<file path="src/rtl/qwb_pkg.sv">
package qwb_pkg;
  localparam int BYTE_W = 9;
  localparam int BURST  = 4;

  function automatic int bytes_per_word(input int word_w);
    return word_w / BYTE_W;
  endfunction
endpackage

</file>
<file path="src/rtl/qwb_slot_fifo.sv">
module qwb_slot_fifo
  import qwb_pkg::*;
#(
  parameter int ADDR_W = 4,
  parameter int WORD_W = 36,
  parameter int DEPTH  = 2
) (
  input  logic                              clk,
  input  logic                              rst_n,
  input  logic                              push,
  input  logic [ADDR_W-1:0]                 push_addr,
  input  logic [BURST*WORD_W-1:0]           push_data,
  input  logic [BURST*(WORD_W/BYTE_W)-1:0]  push_mask,
  output logic [DEPTH-1:0]                  slot_vld,
  output logic [DEPTH-1:0][ADDR_W-1:0]      slot_addr,
  output logic [DEPTH-1:0][BURST*WORD_W-1:0] slot_data,
  output logic [DEPTH-1:0][BURST*(WORD_W/BYTE_W)-1:0] slot_mask,
  output logic                              pop_valid,
  output logic [ADDR_W-1:0]                 pop_addr,
  output logic [BURST*(WORD_W/BYTE_W)-1:0]  pop_mask,
  output logic [BURST*WORD_W-1:0]           pop_data
);
  localparam int DATA_W = BURST * WORD_W;
  localparam int MASK_W = BURST * (WORD_W / BYTE_W);
  localparam int OCC_W  = $clog2(DEPTH + 1);

  // Slot 0 holds the newest entry, slot DEPTH-1 the oldest.
  logic [DEPTH-1:0]              vld_nxt;
  logic [DEPTH-1:0][ADDR_W-1:0]  addr_nxt;
  logic [DEPTH-1:0][DATA_W-1:0]  data_nxt;
  logic [DEPTH-1:0][MASK_W-1:0]  mask_nxt;
  logic [OCC_W-1:0]              occ_q, occ_nxt;

  generate
    for (genvar i = 0; i < DEPTH; i++) begin : g_slot
      if (i == 0) begin : g_head
        always_comb begin
          vld_nxt[i]  = 1'b1;
          addr_nxt[i] = push_addr;
          data_nxt[i] = push_data;
          mask_nxt[i] = push_mask;
        end
      end else begin : g_body
        always_comb begin
          vld_nxt[i]  = slot_vld[i-1];
          addr_nxt[i] = slot_addr[i-1];
          data_nxt[i] = slot_data[i-1];
          mask_nxt[i] = slot_mask[i-1];
        end
      end

      always_ff @(posedge clk or negedge rst_n) begin
        if (!rst_n) begin
          slot_vld[i] <= 1'b0;
        end else if (push) begin
          slot_vld[i] <= vld_nxt[i];
        end
      end

      always_ff @(posedge clk) begin
        if (push) begin
          slot_addr[i] <= addr_nxt[i];
          slot_data[i] <= data_nxt[i];
          slot_mask[i] <= mask_nxt[i];
        end
      end
    end
  endgenerate

  always_comb begin
    occ_nxt = occ_q;
    if (push && (occ_q != OCC_W'(DEPTH))) begin
      occ_nxt = occ_q + OCC_W'(1);
    end
  end

  always_ff @(posedge clk or negedge rst_n) begin
    if (!rst_n) begin
      occ_q <= '0;
    end else begin
      occ_q <= occ_nxt;
    end
  end

  assign pop_valid = push & slot_vld[DEPTH-1];
  assign pop_addr  = slot_addr[DEPTH-1];
  assign pop_mask  = slot_mask[DEPTH-1];
  assign pop_data  = slot_data[DEPTH-1];

  AST_OCC_BOUND: assert property (@(posedge clk) disable iff (!rst_n)
    occ_q <= OCC_W'(DEPTH));
  AST_POP_ONLY_WHEN_FULL: assert property (@(posedge clk) disable iff (!rst_n)
    pop_valid |-> (occ_q == OCC_W'(DEPTH)));
  AST_OLDEST_VALID_WHEN_FULL: assert property (@(posedge clk) disable iff (!rst_n)
    (occ_q == OCC_W'(DEPTH)) |-> slot_vld[DEPTH-1]);
endmodule

</file>
<file path="src/rtl/qwb_fwd_merge.sv">
module qwb_fwd_merge
  import qwb_pkg::*;
#(
  parameter int ADDR_W = 4,
  parameter int WORD_W = 36,
  parameter int DEPTH  = 2
) (
  input  logic [ADDR_W-1:0]                        lookup_addr,
  input  logic [DEPTH-1:0]                         slot_vld,
  input  logic [DEPTH-1:0][ADDR_W-1:0]             slot_addr,
  input  logic [DEPTH-1:0][BURST*WORD_W-1:0]       slot_data,
  input  logic [DEPTH-1:0][BURST*(WORD_W/BYTE_W)-1:0] slot_mask,
  input  logic [BURST*WORD_W-1:0]                  arr_data,
  output logic [BURST*WORD_W-1:0]                  merged,
  output logic                                     hit
);
  localparam int MASK_W = BURST * (WORD_W / BYTE_W);

  logic [DEPTH-1:0] match;

  always_comb begin
    for (int i = 0; i < DEPTH; i++) begin
      match[i] = slot_vld[i] && (slot_addr[i] == lookup_addr);
    end
  end

  // Oldest slot first, so that newer enabled bytes overwrite older ones.
  always_comb begin
    merged = arr_data;
    for (int i = DEPTH - 1; i >= 0; i--) begin
      if (match[i]) begin
        for (int k = 0; k < MASK_W; k++) begin
          if (slot_mask[i][k]) begin
            merged[k*BYTE_W +: BYTE_W] = slot_data[i][k*BYTE_W +: BYTE_W];
          end
        end
      end
    end
  end

  assign hit = |match;
endmodule

</file>
<file path="src/rtl/qwb_array.sv">
module qwb_array
  import qwb_pkg::*;
#(
  parameter int ADDR_W = 4,
  parameter int WORD_W = 36
) (
  input  logic                              clk,
  input  logic                              rst_n,
  input  logic                              we,
  input  logic [ADDR_W-1:0]                 waddr,
  input  logic [BURST*WORD_W-1:0]           wdata,
  input  logic [BURST*(WORD_W/BYTE_W)-1:0]  wmask,
  input  logic [ADDR_W-1:0]                 raddr,
  output logic [BURST*WORD_W-1:0]           rdata
);
  localparam int DATA_W = BURST * WORD_W;
  localparam int MASK_W = BURST * (WORD_W / BYTE_W);
  localparam int WORDS  = 1 << ADDR_W;

  logic [WORDS-1:0][DATA_W-1:0] store_q;

  generate
    for (genvar w = 0; w < WORDS; w++) begin : g_word
      logic sel;
      assign sel = we && (waddr == ADDR_W'(w));

      always_ff @(posedge clk or negedge rst_n) begin
        if (!rst_n) begin
          store_q[w] <= '0;
        end else if (sel) begin
          for (int k = 0; k < MASK_W; k++) begin
            if (wmask[k]) begin
              store_q[w][k*BYTE_W +: BYTE_W] <= wdata[k*BYTE_W +: BYTE_W];
            end
          end
        end
      end
    end
  endgenerate

  assign rdata = store_q[raddr];
endmodule

</file>
<file path="src/rtl/qwb_top.sv">
module qwb_top
  import qwb_pkg::*;
#(
  parameter int ADDR_W = 4,
  parameter int WORD_W = 36,
  parameter int DEPTH  = 2
) (
  input  logic                              clk,
  input  logic                              rst_n,
  input  logic                              wr_req,
  input  logic [ADDR_W-1:0]                 wr_addr,
  input  logic [BURST*WORD_W-1:0]           wr_data,
  input  logic [BURST*(WORD_W/BYTE_W)-1:0]  wr_be_n,
  input  logic                              rd_req,
  input  logic [ADDR_W-1:0]                 rd_addr,
  output logic                              rd_valid,
  output logic [BURST*WORD_W-1:0]           rd_data,
  output logic                              rd_hit,
  output logic                              commit_valid,
  output logic [ADDR_W-1:0]                 commit_addr,
  output logic [BURST*(WORD_W/BYTE_W)-1:0]  commit_mask
);
  localparam int DATA_W = BURST * WORD_W;
  localparam int MASK_W = BURST * (WORD_W / BYTE_W);

  logic [DEPTH-1:0]              slot_vld;
  logic [DEPTH-1:0][ADDR_W-1:0]  slot_addr;
  logic [DEPTH-1:0][DATA_W-1:0]  slot_data;
  logic [DEPTH-1:0][MASK_W-1:0]  slot_mask;
  logic                          pop_valid;
  logic [ADDR_W-1:0]             pop_addr;
  logic [MASK_W-1:0]             pop_mask;
  logic [DATA_W-1:0]             pop_data;
  logic [DATA_W-1:0]             arr_rdata;
  logic [DATA_W-1:0]             lk_merged;
  logic                          lk_hit;

  logic                          rd_valid_d;
  logic [DATA_W-1:0]             rd_data_d;
  logic                          rd_hit_d;

  qwb_slot_fifo #(.ADDR_W(ADDR_W), .WORD_W(WORD_W), .DEPTH(DEPTH)) u_fifo (
    .clk       (clk),
    .rst_n     (rst_n),
    .push      (wr_req),
    .push_addr (wr_addr),
    .push_data (wr_data),
    .push_mask (~wr_be_n),
    .slot_vld  (slot_vld),
    .slot_addr (slot_addr),
    .slot_data (slot_data),
    .slot_mask (slot_mask),
    .pop_valid (pop_valid),
    .pop_addr  (pop_addr),
    .pop_mask  (pop_mask),
    .pop_data  (pop_data)
  );

  qwb_array #(.ADDR_W(ADDR_W), .WORD_W(WORD_W)) u_array (
    .clk   (clk),
    .rst_n (rst_n),
    .we    (pop_valid),
    .waddr (pop_addr),
    .wdata (pop_data),
    .wmask (pop_mask),
    .raddr (rd_addr),
    .rdata (arr_rdata)
  );

  qwb_fwd_merge #(.ADDR_W(ADDR_W), .WORD_W(WORD_W), .DEPTH(DEPTH)) u_merge (
    .lookup_addr (rd_addr),
    .slot_vld    (slot_vld),
    .slot_addr   (slot_addr),
    .slot_data   (slot_data),
    .slot_mask   (slot_mask),
    .arr_data    (arr_rdata),
    .merged      (lk_merged),
    .hit         (lk_hit)
  );

  always_comb begin
    rd_valid_d = rd_req;
    rd_data_d  = rd_data;
    rd_hit_d   = rd_hit;
    if (rd_req) begin
      rd_data_d = lk_merged;
      rd_hit_d  = lk_hit;
    end
  end

  always_ff @(posedge clk or negedge rst_n) begin
    if (!rst_n) begin
      rd_valid <= 1'b0;
      rd_data  <= '0;
      rd_hit   <= 1'b0;
    end else begin
      rd_valid <= rd_valid_d;
      rd_data  <= rd_data_d;
      rd_hit   <= rd_hit_d;
    end
  end

  assign commit_valid = pop_valid;
  assign commit_addr  = pop_addr;
  assign commit_mask  = pop_mask;

  AST_RD_LATENCY: assert property (@(posedge clk) disable iff (!rst_n)
    rd_req |=> rd_valid);
  AST_RD_IDLE: assert property (@(posedge clk) disable iff (!rst_n)
    !rd_req |=> !rd_valid);
  AST_RD_HOLD: assert property (@(posedge clk) disable iff (!rst_n)
    !rd_req |=> ($stable(rd_data) && $stable(rd_hit)));
  AST_COMMIT_NEEDS_WRITE: assert property (@(posedge clk) disable iff (!rst_n)
    commit_valid |-> wr_req);
  AST_MISS_PASSTHRU: assert property (@(posedge clk) disable iff (!rst_n)
    !lk_hit |-> (lk_merged == arr_rdata));
endmodule

</file>
<file path="config.mk">
export PLATFORM = sky130hd
export DESIGN_NAME = qwb_top
export DESIGN_NICKNAME = d
export VERILOG_FILES = /design/src/rtl/qwb_pkg.sv /design/src/rtl/qwb_slot_fifo.sv /design/src/rtl/qwb_fwd_merge.sv /design/src/rtl/qwb_array.sv /design/src/rtl/qwb_top.sv
export SDC_FILE = /design/constraint.sdc
export NUM_CORES = 2
export LEC_CHECK = 0
export BUFFER_PORTS_ARGS = -buffer_cell sky130_fd_sc_hd__buf_2
export CAP_MARGIN = 20
export CORE_MARGIN = 8
export CORE_UTILIZATION = 30
export DETAILED_ROUTE_END_ITERATION = 7
export SYNTH_ARGS = -nofsm -noshare
export SYNTH_HDL_FRONTEND = slang
export SYNTH_SLANG_ARGS = --single-unit
</file>
<file path="constraint.sdc">
create_clock -name clk -period 3.03 [get_ports clk]
set_clock_uncertainty 0.2 [all_clocks]
set_input_delay 0.1515 -clock clk [delete_from_list [all_inputs] [get_ports clk]]
set_output_delay 0.1515 -clock clk [all_outputs]
set_load 0.005 [all_outputs]
</file>
==> results.toml <==
[grt]
antenna_found_initial = 17
grt_overflow = 0
busiest_layer = "met2"
gr-usage-met2_pct = 27.6
grt_pass1_vias = 81700
grt_max_degree = 128
grt.total_usage_pct = 16.7
grt_pass1_wl_um = 553000
grt_use_met3_pct = 3.12
grtUsageMet1_pct = 21.5

[critical_path]
crit_type = "register to register"
end_kind = "register"
worstReg2RegEnd = "u_array.store_q[770]"
r2r_cells = 6
arrival_ns = 3.49
startpoint_type = "register"
cp.required_ns = 3.60
cp_max_fo = 9
reg2reg_from = "u_fifo.pop_addr[3]"
rrSetupSlack_ns = 0.11

[sta]
finalCritPeriodShare_pct = 96.4
drv_slew = 0
timing.fmax_ghz = 0.342
worst-slew-pin-transition_ns = 1.12
period_needed_ns = 2.92
hold_viol_final = 0
tns_ns = 0
finalSetupViolations = 0
slew_headroom_pct = 25.6
rsz0062_at_grt = "false"

[worst_hold_path]
worstHoldEndpoint = "u_fifo.slot_mask[2]"
hold_start = "wr_be_n[2]"
hold_class = "input pin to register"
holdPathStages = 3

[yosys]
synth_cells = 8207
synth_seq_cells = 2780
synth_edf_count = 328
synth_cell_types = 49
yosysWarnings = 0
netlist_area_um2 = 123000
synth_ff_type = "dfrtp_1"
yosysSeqAreaShare_pct = 57.8
syn_nets = 8379
async_flop_share_pct = 88.2
syn_avg_cell_area_um2 = 15.0

[final_layout]
syn2layout_area_growth_pct = 19.5
finalNonFillerCells = 14700
final_nets = 9173
final_common_cell = "dfrtp_1"
fin_area_um2 = 147000
layout-drive-gt1-share_pct = 41.4
final_cell_mix = "dfrtp_1, mux2_2, mux2i_1, dlygate4sd3_1, buf_2"

[power]
ir_drop_mv = 0.465
pwr-share-seq_pct = 47.3
p_int_mw = 78.2
power_frac_comb_pct = 15.4
power.leakage_nw = 66.0
power_density_nw_per_um2 = 717
switchingPower_mw = 27.5
finalPower_mw = 106
p_sw_share_pct = 26.0
clkPwrFrac_pct = 37.2

[place]
post-place-cells = 13800
placed_area_um2 = 133000
gp_congestion = 0.817
dpl.hpwl_um = 248000
place.port_buffers = 338

[floorplan]
dieArea_um2 = 431000
die_w_um = 657
start_util_pct = 30.1
ios = 339
row_count = 235
dieHeight_um = 657
coreArea_um2 = 409000

[routing]
num_vias = 76600
drtAntennaViolNets = 0
wl_per_cell_um = 25.4
dr.pass1.iters = 7
drtIter0Drc = 5159
drt-total-wl_um = 374000
via_per_inst = 5.21
drc = 0

[outcome]
status = "complete, no violations"

[cts]
cts_buffers = 316
cts_htree_levels = 5
cts_tree = "built"
clkLatencyLatePin_ns = 0.94
cts_hold_buf = 336
post_cts_buffers = 0
root_buffer = "clkbuf_16"
clock-sinks = 2780
cts_resized = 0
path_clk_slew_ns = 0.08
cts_buffer_depth = 4

[job]
maxCapViolations = 0
==> metrics by stage <==
step | hold WS (ns) | utilization [%] | setup WS, ns
global placement | -0.0533 | 32.5 | 0.123
global route | 0.0387 | 36.0 | 0.0704
floorplan | -0.344 | - | 0.634
finish | 0.0877 | 36.0 | 0.110
detailed placement | -0.0505 | 32.5 | 0.104
CTS | 0.0217 | 36.0 | 0.0916
==> power groups by stage <==
stage | combinational (mW) | clock [mW] | sequential [mW]
2_1_floorplan | 11.7 | 0 | 48.5
3_3_place_gp | 15.4 | 0 | 49.9
3_5_place_dp | 16.1 | 0 | 50.5
4_1_cts | 16.5 | 40.4 | 49.9
5_1_grt | 17.6 | 41.9 | 50.9
6_report | 16.3 | 39.3 | 50.0
==> worst max-delay path by stage <==
stage	start	end	slack (ns)	cells after the start
2_1_floorplan	u_fifo.slot_vld[1]	u_array.store_q[28]	0.63	8
3_5_place_dp	rd_addr[0]	rd_data[70]	0.10	7
3_3_place_gp	wr_req	u_array.store_q[765]	0.12	7
5_1_grt	u_fifo.slot_addr[3]	rd_data[140]	0.07	6
4_1_cts	u_fifo.pop_addr[3]	u_array.store_q[770]	0.09	6
6_report	u_fifo.pop_addr[3]	u_array.store_q[770]	0.11	6
==> registers in the layout, indices dropped and copies added, names as in the netlist <==
signal            count
rd_data             144
u_fifo.pop_data     144
u_array.store_q    2304
rd_valid              1
u_fifo.pop_addr       4
rd_hit                1
u_fifo.slot_addr      4
u_fifo.slot_vld       2
u_fifo.slot_mask     16
u_fifo.slot_data    144
u_fifo.pop_mask      16
==> critical path, cell delays in order (launching register included) <==
cell and delay, ns:
edfxtp_1 0.42, buf_4 0.22, nand2b_1 0.33, nor2_4 0.22, buf_4 0.39, nand2_1 0.48, mux2_2 0.47
==> per-layer routing <==
layer	up-vias	wire [µm]
li1	32700	-
met1	41100	158000
met2	2120	178000
met3	662	20000
met4	0	18100
met5	-	0
==> area by class of cell <==
cell class / count / area, µm²
tap: 5451 / 6820
fill: 38700 / 262000
inverter: 114 / 438
timing repair buffer: 1012 / 8810
clock inverter: 127 / 1640
sequential: 2780 / 71200
multi-input combinational: 4777 / 49300
clock buffer: 444 / 9090
antenna: 7 / 17.5
==> Yosys cell counts, types with 29 or more instances <==
master / instances / area share [%]
o211ai_1: 37 / 0.23
nand2_1: 223 / 0.68
nor2_1: 225 / 0.69
mux2_4: 90 / 1.1
a31oi_1: 112 / 0.57
edfxtp_1: 328 / 8.0
a21oi_1: 50 / 0.20
nor4_1: 52 / 0.26
mux2_2: 2215 / 20
o211a_1: 105 / 0.85
buf_2: 59 / 0.24
a221oi_1: 288 / 2.0
a22oi_1: 94 / 0.57
o2111ai_1: 68 / 0.48
nand2b_1: 63 / 0.32
mux4_2: 288 / 5.3
clkbuf_1: 364 / 1.1
mux2i_1: 576 / 4.7
o2111a_1: 39 / 0.36
nor3_1: 101 / 0.41
nand3_1: 29 / 0.12
buf_4: 73 / 0.44
dfrtp_1: 2452 / 50
inv_1: 111 / 0.34
==> cell families after synthesis <==
logic type      synth area share (%)
compound gates                  5.38
simple gates                    3.14
mux                             31.3
buf+inv                         2.35
xor+xnor                      0.0569
flops                           57.8
Power figures use the tool's default switching activity.
